File: src/rtl/bcd_ctr_pkg.sv
package bcd_ctr_pkg;
  localparam int unsigned DIGIT_W = 4;
  localparam int unsigned TOP_CODE = 9;

  typedef logic [DIGIT_W-1:0] digit_t;

  // Step up: decimal wrap at TOP_CODE, odd non-decimal codes fold back
  // into the decimal range (11->6, 13->4, 15->2), even ones go to the next odd.
  function automatic digit_t digit_inc(digit_t c);
    digit_t r;
    if (c == digit_t'(TOP_CODE))      r = '0;
    else if (c < digit_t'(TOP_CODE))  r = c + digit_t'(1);
    else if (!c[0])                   r = c + digit_t'(1);
    else                              r = digit_t'(5'd17 - 5'(c));
    return r;
  endfunction

  // Step down: zero wraps to TOP_CODE, everything else subtracts one.
  function automatic digit_t digit_dec(digit_t c);
    digit_t r;
    if (c == '0) r = digit_t'(TOP_CODE);
    else         r = c - digit_t'(1);
    return r;
  endfunction
endpackage

File: src/rtl/strobe_sync.sv
module strobe_sync #(
  parameter int unsigned STAGES = 2
) (
  input  logic clk,
  input  logic rst_n,
  input  logic strobe_i,
  output logic rise_o,
  output logic held_o
);
  localparam int unsigned LAST = STAGES - 1;

  logic [STAGES-1:0] sync_q;
  logic              prev_q;

  // Synchronizer chain, reset to the idle (high) level of the strobe.
  for (genvar s = 0; s < STAGES; s++) begin : g_stage
    if (s == 0) begin : g_first
      always_ff @(posedge clk or negedge rst_n) begin
        if (!rst_n) sync_q[0] <= 1'b1;
        else        sync_q[0] <= strobe_i;
      end
    end else begin : g_next
      always_ff @(posedge clk or negedge rst_n) begin
        if (!rst_n) sync_q[s] <= 1'b1;
        else        sync_q[s] <= sync_q[s-1];
      end
    end
  end

  always_ff @(posedge clk or negedge rst_n) begin
    if (!rst_n) prev_q <= 1'b1;
    else        prev_q <= sync_q[LAST];
  end

  assign rise_o = sync_q[LAST] & ~prev_q;
  assign held_o = sync_q[LAST] &  prev_q;
endmodule

File: src/rtl/count_core.sv
module count_core
  import bcd_ctr_pkg::*;
(
  input  logic   clk,
  input  logic   rst_n,
  input  logic   clr,
  input  logic   load_n,
  input  digit_t din,
  input  logic   up_go,
  input  logic   dn_go,
  output digit_t cnt_o
);
  digit_t cnt_q, cnt_d;
  logic   blk_q, blk_d;
  logic   step_en;

  // Steps are allowed only with both overrides idle, and not in the
  // first cycle after one of them was active.
  assign step_en = ~clr & load_n & ~blk_q;
  assign blk_d   = clr | ~load_n;

  always_comb begin
    cnt_d = cnt_q;
    if (clr)                 cnt_d = '0;
    else if (!load_n)        cnt_d = din;
    else if (step_en && up_go) cnt_d = digit_inc(cnt_q);
    else if (step_en && dn_go) cnt_d = digit_dec(cnt_q);
  end

  always_ff @(posedge clk or negedge rst_n) begin
    if (!rst_n) begin
      cnt_q <= '0;
      blk_q <= 1'b0;
    end else begin
      cnt_q <= cnt_d;
      blk_q <= blk_d;
    end
  end

  assign cnt_o = cnt_q;

  assert_clear_holds_R1: assert property (@(posedge clk) disable iff (!rst_n)
    clr |=> (cnt_q == '0));

  assert_preset_capture_R2: assert property (@(posedge clk) disable iff (!rst_n)
    (!clr && !load_n) |=> (cnt_q == $past(din)));

  assert_decimal_closed_R6: assert property (@(posedge clk) disable iff (!rst_n)
    (cnt_q <= digit_t'(TOP_CODE) && !clr && load_n) |=> (cnt_q <= digit_t'(TOP_CODE)));

  assert_release_quiet_R12: assert property (@(posedge clk) disable iff (!rst_n)
    (blk_q && !clr && load_n) |=> $stable(cnt_q));
endmodule

File: src/rtl/bcd_updown_counter.sv
module bcd_updown_counter
  import bcd_ctr_pkg::*;
#(
  parameter int unsigned SYNC_STAGES = 2
) (
  input  logic       clk,
  input  logic       rst_n,
  input  logic       clr,
  input  logic       load_n,
  input  logic [3:0] din,
  input  logic       up_stb,
  input  logic       dn_stb,
  output logic [3:0] count,
  output logic       carry_n,
  output logic       borrow_n
);
  localparam int unsigned N_DIR = 2;
  localparam int unsigned UP    = 0;
  localparam int unsigned DN    = 1;

  logic [N_DIR-1:0] stb_raw, stb_rise, stb_held;
  logic             up_go, dn_go;
  digit_t           cnt_reg, cnt_vis;

  assign stb_raw[UP] = up_stb;
  assign stb_raw[DN] = dn_stb;

  for (genvar d = 0; d < N_DIR; d++) begin : g_dir
    strobe_sync #(.STAGES(SYNC_STAGES)) u_sync (
      .clk      (clk),
      .rst_n    (rst_n),
      .strobe_i (stb_raw[d]),
      .rise_o   (stb_rise[d]),
      .held_o   (stb_held[d])
    );
  end

  // A direction counts only while the opposite strobe stayed high.
  assign up_go = stb_rise[UP] & stb_held[DN];
  assign dn_go = stb_rise[DN] & stb_held[UP];

  count_core u_core (
    .clk    (clk),
    .rst_n  (rst_n),
    .clr    (clr),
    .load_n (load_n),
    .din    (din),
    .up_go  (up_go),
    .dn_go  (dn_go),
    .cnt_o  (cnt_reg)
  );

  // Overrides reach the output without waiting for a clock edge.
  always_comb begin
    if (clr)          cnt_vis = '0;
    else if (!load_n) cnt_vis = din;
    else              cnt_vis = cnt_reg;
  end

  assign count    = cnt_vis;
  assign carry_n  = ~(cnt_vis[0] & cnt_vis[3] & ~up_stb);
  assign borrow_n = ~((cnt_vis == '0) & ~dn_stb);

  assert_dual_rise_hold_R11: assert property (@(posedge clk) disable iff (!rst_n)
    (stb_rise[UP] && stb_rise[DN] && !clr && load_n) |=> $stable(cnt_reg));

  assert_opposite_low_R13: assert property (@(posedge clk) disable iff (!rst_n)
    (!stb_held[UP] && !stb_held[DN] && !clr && load_n) |=> $stable(cnt_reg));

  assert_exclusive_dir_R4: assert property (@(posedge clk) disable iff (!rst_n)
    !(up_go && dn_go));
endmodule

File: config.mk
export PLATFORM = sky130hd
export DESIGN_NAME = bcd_updown_counter
export DESIGN_NICKNAME = d
export VERILOG_FILES = /design/src/rtl/bcd_ctr_pkg.sv /design/src/rtl/strobe_sync.sv /design/src/rtl/count_core.sv /design/src/rtl/bcd_updown_counter.sv
export SDC_FILE = /design/constraint.sdc
export NUM_CORES = 1
export LEC_CHECK = 0
export BUFFER_PORTS_ARGS = -buffer_cell sky130_fd_sc_hd__buf_2
export CORE_UTILIZATION = 40
export CTS_BUF_LIST = sky130_fd_sc_hd__clkbuf_8
export DETAILED_ROUTE_END_ITERATION = 12
export GPL_ROUTABILITY_DRIVEN = 0
export PLACE_DENSITY = 0.58
export SYNTH_ARGS = -nofsm -noshare
export SYNTH_HDL_FRONTEND = slang
export SYNTH_SLANG_ARGS = --single-unit
File: constraint.sdc
create_clock -name clk -period 2.55 [get_ports clk]
set_input_delay 0.51 -clock clk [delete_from_list [all_inputs] [get_ports clk]]
set_output_delay 0.51 -clock clk [all_outputs]
set_load 0.01 [all_outputs]
==> results of run 1 <==
[state kept, by name, indices dropped and copies added (netlist names)]
register	count
g_dir.u_sync.prev_q	2
g_dir.u_sync.sync_q	4
u_core.blk_q	1
u_core.cnt_o	4
[layout make-up]
class                   instances  share of cell area (%)
inverters                       3                    1.19
clock inverters                 1                   0.395
flip-flops and latches         11                    29.8
well taps                      27                    3.56
clock buffers                   3                    4.35
repair buffers                 15                    7.91
multi-input cells              72                    52.8
[metal layers]
metal	up-vias	GRT usage [%]	part of all wire [%]	wire (um)
met4	0	4.44	0	0
met3	0	2.59	4.3	78
met5	-	0	0	0
met1	350	24.6	49	894
met2	26	30.1	47	857
li1	355	-	-	-
[report_power, final]
| group | internal (W) | switching [W] |
|---|---|---|
| clock network | 0.000105 | 0.0000603 |
| registers | 0.000189 | 0.0000149 |
| logic | 0.0000414 | 0.0000540 |
[layout by cell type, fill, tap and decap left out, types with 2 or more instances in the layout]
| cell | count |
|---|---|
| clkbuf_8 | 3 |
| ha_1 | 7 |
| a21oi_1 | 5 |
| nand2_1 | 7 |
| dfstp_2 | 6 |
| a211oi_1 | 4 |
| o21ai_0 | 2 |
| nor2b_1 | 2 |
| buf_2 | 15 |
| nor2_1 | 13 |
| o22ai_1 | 2 |
| mux2i_1 | 3 |
| o31ai_1 | 2 |
| or2b_1 | 2 |
| nand2b_1 | 4 |
| dfrtp_1 | 5 |
| inv_1 | 4 |
| nand3_1 | 2 |
[kinds of logic (layout without fill, tap and decap cells)]
kind of cell,after synthesis,after routing,share of synthesized area [%]
compound gates,23,23,19.2
fa+ha+maj,7,7,10.2
buf+inv,8,22,8.20
flops,11,11,33.1
mux,3,3,3.51
simple gates,39,39,25.8
[worst max-delay path by stage]
stage	end	slack, ns	from	depth (start not counted)
4_1_cts	u_core.cnt_o[1]$_DFFE_PN0P_	0.52	u_core.cnt_o[0]$_DFFE_PN0P_	7
6_report	u_core.cnt_o[1]$_DFFE_PN0P_	0.48	u_core.cnt_o[0]$_DFFE_PN0P_	7
3_5_place_dp	u_core.cnt_o[1]$_DFFE_PN0P_	0.54	u_core.cnt_o[0]$_DFFE_PN0P_	7
3_3_place_gp	u_core.cnt_o[1]$_DFFE_PN0P_	0.58	u_core.cnt_o[1]$_DFFE_PN0P_	7
2_1_floorplan	u_core.cnt_o[2]$_DFFE_PN0P_	0.85	clr	6
5_1_grt	u_core.cnt_o[1]$_DFFE_PN0P_	0.35	u_core.cnt_o[0]$_DFFE_PN0P_	7
[worst max-delay path, stage by stage, from the launching register on]
cell,delay [ns]
dfrtp_1,0.51
inv_1,0.17
ha_1,0.26
nand2b_1,0.13
o21ai_0,0.16
and2_1,0.15
o32ai_1,0.09
a2111oi_0,0.46
[stage by stage]
step / utilization, % / std cells / hold slack (ns) / setup slack [ns]
after floorplan: - / 91 / 0.214 / 0.851
after CTS: 47.9 / 132 / 0.142 / 0.522
final: 47.9 / 132 / 0.135 / 0.482
after global routing: 47.9 / 132 / 0.151 / 0.347
after detailed placement: 45.6 / 128 / 0.348 / 0.540
after global placement: 45.6 / 128 / 0.346 / 0.576
==> flow_metrics.tcl, run 1 <==
set metrics [dict create \
    status "completed" \
    cts_root_buf "clkbuf_8" \
    yosys_warnings 0 \
    syn_inst 91 \
    ys_top_cells_by_area "dfstp_2 18%, dfrtp_1 15%, ha_1 10%" \
    placed_area_um2 905 \
    p_leak_nw 0.428 \
    multi_input_area_um2 502 \
    grt_max_degree 15 \
    nFillCells 206 \
    dieHeight_um 48.2 \
    clk_pin_slew_worst_paths_ns 0.05 \
    seq_area_frac_synth_pct 33.1 \
    yosysTopAreaCell "dfstp_2" \
    max-cap-violations 0 \
    seq_area_um2 283 \
    viasPerCell 5.54 \
    synth-edff-count 0 \
    period_minus_slack_ns 2.07 \
    fin_skew_ns 0.00359 \
    hold_viol 0 \
    cts_setup_buffers 0 \
    nets 123 \
    vias 731 \
    antenna_found_initial 0 \
    cts_tree "built" \
    drt-total-wl_um 1830 \
    crit_required_ns 2.64 \
    place.port_buffers 15 \
    global_route.usage.total_pct 18.1 \
    synth_fp_nets 108 \
    area_growth_pct 11.1 \
    cts.repair.resized 0 \
    critPathLaunchType "flop" \
    ys_seq_elements 11 \
    synth_flop_cell "dfstp_2" \
    path_class "flop to flop" \
    start_util_pct 43.1 \
    p_per_area_mw_per_mm2 489 \
    rr_endpoint "u_core.cnt_o[1]$_DFFE_PN0P_" \
    finalSetupViolCount 0 \
    drcViolationCount 0 \
    rr_startpoint "u_core.cnt_o[0]$_DFFE_PN0P_" \
    maxSlewViolCount 0 \
    hold_path_class "input pin to async pin" \
    synth_common_cells "13 x nor2_1, 7 x ha_1, 7 x nand2_1, 6 x dfstp_2" \
    cts_buffers 3 \
    cp-end-kind "flop" \
    clk_latency_ns 0.23 \
    slew_headroom_pct 71.4 \
    reg2reg_depth 7 \
    antenna_cells 0 \
    pin_count 16 \
    yosysTopAreaCellShare_pct 18.4 \
    rsz0062_at_grt "false" \
    dr.pass1.iters 4 \
    gr-total-overflow 0 \
    num_rows 16 \
    cp_max_fo 11 \
    die_x_um 48.2 \
    design.core.area_mm2 0.00198 \
    yosysMostFrequentCell "nor2_1" \
    synth_area_um2 855 \
    vdd_drop_max_mv 0.309 \
    max_freq_mhz 484 \
    fin_setup_tns_ns 0 \
    drive_above_1_share_pct 28.6 \
    die_area_mm2 0.00233 \
    total_power_w 0.000464 \
    synth.avg_cell_area_um2 9.39 \
    wl_per_cell_um 13.9 \
    synth.distinct_cells 35 \
    grt_pass1_vias 666 \
    place_hpwl_um 1380 \
    drt_iter0_drc 11 \
    fin_area_um2 950 \
    period_share_pct 81.1 \
    clockBufferDepth 2 \
    async_reset_ff_share_pct 100 \
    tightest_slew_ns 0.419 \
    arrival_ns 2.15 \
    route.antenna.remaining_nets 0 \
    postCtsHoldBufs 0 \
    ff2ff_setup_slack_ns 0.48 \
    clock_sinks 11 \
    htree_levels 1 \
    grt_pass1_wl_um 2940 \
]
No activity file was read; power rests on OpenSTA's default activity.
==> run 2, diff against run 1 <==
- clock period: 2.55 -> 2.1 ns (I/O delays scaled with it)
==> flow_metrics.tcl, run 2 (synthesized netlist as in run 1, its figures left out) <==
set metrics [dict create \
    place_hpwl_um 1280 \
    final_cell_mix "15 x buf_2, 13 x nor2_1, 7 x nand2_1, 7 x ha_1, 6 x dfstp_2" \
    antenna_cells 0 \
    total_power_w 0.000563 \
    dieHeight_um 48.2 \
    cts_tree "built" \
    clk_pin_slew_worst_paths_ns 0.05 \
    rr_endpoint "u_core.cnt_o[2]$_DFFE_PN0P_" \
    drcViolationCount 0 \
    vias 707 \
    rsz0062_at_grt "false" \
    htree_levels 1 \
    p_per_area_mw_per_mm2 583 \
    cp_max_fo 6 \
    hold_viol 0 \
    postCtsHoldBufs 0 \
    cts_root_buf "clkbuf_8" \
    cp-end-kind "flop" \
    reg2reg_depth 5 \
    design.core.area_mm2 0.00198 \
    gr-total-overflow 0 \
    vdd_drop_max_mv 0.640 \
    p_leak_nw 0.438 \
    start_util_pct 43.1 \
    die_area_mm2 0.00233 \
    critPathMaxStageDelay_ns 0.51 \
    slew_headroom_pct 71.5 \
    status "completed" \
    grt_pass1_vias 634 \
    maxSlewViolCount 0 \
    crit_required_ns 2.22 \
    max-cap-violations 0 \
    ff2ff_setup_slack_ns 0.21 \
    die_x_um 48.2 \
    critPathLaunchType "flop" \
    dr.pass1.iters 4 \
    global_route.usage.total_pct 18.4 \
    max_freq_mhz 529 \
    period_minus_slack_ns 1.89 \
    clockBufferDepth 2 \
    cts.repair.resized 0 \
    finalSetupViolCount 0 \
    clock_sinks 11 \
    layout.cells.most_common "buf_2" \
    drive_above_1_share_pct 29.9 \
    cp_num_buf_inv 0 \
    cp_top_family "simple AND/OR/NAND/NOR gates" \
    crit_slowest_cell "dfstp_2" \
    clk_latency_ns 0.23 \
    viasPerCell 5.28 \
    rr_startpoint "g_dir[1].u_sync.prev_q$_DFF_PN1_" \
    area_growth_pct 12.9 \
    fin_setup_tns_ns 0 \
    nets 125 \
    route.antenna.remaining_nets 0 \
    timing.hold.ws_ns 0.0544 \
    crit_chain "or2b_1 -> nor3_4 -> o31ai_1 -> or3_1 -> a211oi_1" \
    arrival_ns 2.01 \
    fin_skew_ns 0.000332 \
    hold_path_class "input pin to async pin" \
    cts_setup_buffers 0 \
    wl_per_cell_um 12.9 \
    grt_pass1_wl_um 2940 \
    grt_max_degree 15 \
    num_rows 16 \
    tightest_slew_ns 0.427 \
    path_class "flop to flop" \
    drt-total-wl_um 1730 \
    pin_count 16 \
    antenna_found_initial 0 \
    cts_buffers 3 \
    drt_iter0_drc 15 \
    period_share_pct 90.0 \
    place.port_buffers 15 \
]
run 2: changes by cell type in the layout (fill, tap and decap cells not counted), sizes merged:
cell / change
buf: +2
run 2: power by group:
group | total (W) | switching (W) | internal (W) | leakage, nW
clock network | 0.000199 | 0.0000717 | 0.000128 | 0.0269
logic | 0.000123 | 0.0000697 | 0.0000530 | 0.286
registers | 0.000240 | 0.0000115 | 0.000229 | 0.126
total | 0.000563 | 0.000153 | 0.000410 | 0.438
run 2: cell type report:
type	count	area [um2]
Clock buffer	3	41.3
Clock inverter	1	3.75
Fill cell	182	1020
Inverter	3	11.3
Multi-Input combinational cell	72	502
Sequential cell	11	283
Tap cell	27	33.8
Timing Repair Buffer	17	90.1
run 2: worst max-delay path by stage:
| stage | from | endpoint | cells after the start |
|---|---|---|---|
| global route | g_dir[1].u_sync.prev_q$_DFF_PN1_ | u_core.cnt_o[2]$_DFFE_PN0P_ | 5 |
| detailed placement | load_n | u_core.cnt_o[2]$_DFFE_PN0P_ | 6 |
| global placement | load_n | u_core.cnt_o[2]$_DFFE_PN0P_ | 6 |
| floorplan | u_core.cnt_o[0]$_DFFE_PN0P_ | u_core.cnt_o[1]$_DFFE_PN0P_ | 8 |
| finish | g_dir[1].u_sync.prev_q$_DFF_PN1_ | u_core.cnt_o[2]$_DFFE_PN0P_ | 5 |
| CTS | g_dir[1].u_sync.prev_q$_DFF_PN1_ | u_core.cnt_o[2]$_DFFE_PN0P_ | 5 |
run 2: metrics by stage:
stage               cells  utilization [%]  setup slack [ns]  area (um2)
floorplan              91                -             0.408         855
global placement      130             46.4            0.0617         920
detailed placement    130             46.4             0.186         920
CTS                   134             48.7             0.198         965
global route          134             48.7            0.0762         965
finish                134             48.7             0.210         965
run 2: per-layer routing:
layer  global-route usage, %  vias to the layer above  wire, um
met4                    1.67                        0         0
li1                        -                      359         -
met5                       0                        -         0
met3                    6.67                        0        94
met1                    26.0                      318       852
met2                    27.7                       30       784
==> run 3, diff against run 2 <==
- RECOVER_POWER: not set -> 100
==> flow_metrics.tcl, run 3 (synthesized netlist as in run 1, its figures left out) <==
set metrics [dict create \
    viasPerCell 5.31 \
    wl_per_cell_um 12.8 \
    nets 125 \
    drcViolationCount 0 \
    timing.hold.ws_ns 0.164 \
    max_freq_mhz 529 \
    hold_viol 0 \
    maxSlewViolCount 0 \
    antenna_cells 0 \
    max-cap-violations 0 \
    clock_sinks 11 \
    fin_skew_ns 0.000540 \
    drt_iter0_drc 10 \
    nFillCells 189 \
    final_cell_mix "13 x nor2_1, 8 x clkbuf_1, 7 x nand2_1, 7 x ha_1, 7 x buf_2" \
    num_rows 16 \
    cts_buffers 3 \
    clk_latency_ns 0.23 \
    grt_max_degree 15 \
    fin_setup_tns_ns 0 \
    drt-total-wl_um 1710 \
    cts.repair.resized 0 \
    place.port_buffers 15 \
    arrival_ns 2.01 \
    path_class "flop to flop" \
    grt_pass1_wl_um 2940 \
    period_minus_slack_ns 1.89 \
    cts_tree "built" \
    global_route.usage.total_pct 18.4 \
    period_share_pct 90.0 \
    dieHeight_um 48.2 \
    drive_above_1_share_pct 20.6 \
    grt_pass1_vias 634 \
    die_area_mm2 0.00233 \
    critPathLaunchType "flop" \
    cts_root_buf "clkbuf_8" \
    postCtsHoldBufs 0 \
    dr.pass1.iters 4 \
    finalSetupViolCount 0 \
    rsz0062_at_grt "false" \
    start_util_pct 43.1 \
    die_x_um 48.2 \
    slew_headroom_pct 60.8 \
    crit_required_ns 2.22 \
    multi_input_area_um2 502 \
    hold_path_class "input pin to async pin" \
    antenna_found_initial 0 \
    p_leak_nw 0.413 \
    status "completed" \
    vdd_drop_max_mv 0.633 \
    place_hpwl_um 1280 \
    layout.cells.most_common "nor2_1" \
    area_growth_pct 11.7 \
    tightest_slew_ns 0.589 \
    cp_max_fo 6 \
    gr-total-overflow 0 \
    seq_area_um2 283 \
    pin_count 16 \
    clockBufferDepth 2 \
    route.antenna.remaining_nets 0 \
    cp-end-kind "flop" \
    p_per_area_mw_per_mm2 585 \
    design.core.area_mm2 0.00198 \
    cts_setup_buffers 0 \
    vias 712 \
    htree_levels 1 \
    clk_pin_slew_worst_paths_ns 0.05 \
]
==> run 3: changes by cell type in the layout (fill, tap and decap cells not counted), sizes merged <==
| cell | change |
|---|---|
| buf | -8 |
| clkbuf | +8 |
==> run 3: power by group <==
group | internal, W | switching, W
Clock | 0.000128 | 0.0000716
Combinational | 0.0000505 | 0.0000696
Sequential | 0.000228 | 0.0000115
Total | 0.000406 | 0.000153
==> run 3: final cells by class <==
| class | instances | share of cell area, % |
|---|---|---|
| Multi-Input combinational cell | 72 | 52.6 |
| Sequential cell | 11 | 29.6 |
| Timing Repair Buffer | 17 | 8.39 |
| Clock buffer | 3 | 4.33 |
| Tap cell | 27 | 3.54 |
| Inverter | 3 | 1.18 |
| Clock inverter | 1 | 0.393 |
==> run 3: worst max-delay path, cell delays in order, from the launching register on <==
cell and delay, ns:
dfstp_2 0.51, or2b_1 0.29, nor3_4 0.25, o31ai_1 0.12, or3_1 0.32, a211oi_1 0.29
==> run 3: layer usage <==
metal / wire, um / global-route usage, %
met5: 0 / 0
met4: 0 / 1.67
met3: 98 / 6.67
met2: 798 / 27.7
met1: 816 / 26.0
==> run 3: worst paths after layout <==
| check | from | end | slack, ns | depth (start not counted) |
|---|---|---|---|---|
| setup / recovery | g_dir[1].u_sync.prev_q$_DFF_PN1_ | u_core.cnt_o[2]$_DFFE_PN0P_ | 0.21 | 5 |
| hold / removal | rst_n | u_core.cnt_o[0]$_DFFE_PN0P_ | 0.16 | 1 |
| setup reg to reg | g_dir[1].u_sync.prev_q$_DFF_PN1_ | u_core.cnt_o[2]$_DFFE_PN0P_ | 0.21 | 5 |
| hold reg to reg | g_dir[0].u_sync.sync_q[0]$_DFF_PN1_ | g_dir[0].u_sync.sync_q[1]$_DFF_PN1_ | 0.36 | 0 |
| max in group asynchronous | rst_n | u_core.cnt_o[1]$_DFFE_PN0P_ | 1.55 | 1 |
| min in group clk | dn_stb | g_dir[1].u_sync.sync_q[0]$_DFF_PN1_ | 0.28 | 1 |
==> run 3: per-stage QoR <==
| stage | cell area (um2) | std cells | total power [W] | worst slack (ns) | util [%] |
|---|---|---|---|---|---|
| after floorplan | 855 | 91 | 0.000334 | 0.408 | - |
| after global placement | 920 | 130 | 0.000366 | 0.0617 | 46.4 |
| after detailed placement | 920 | 130 | 0.000365 | 0.186 | 46.4 |
| after CTS | 965 | 134 | 0.000571 | 0.198 | 48.7 |
| after global routing | 955 | 134 | 0.000602 | 0.0762 | 48.2 |
| final | 955 | 134 | 0.000559 | 0.211 | 48.2 |
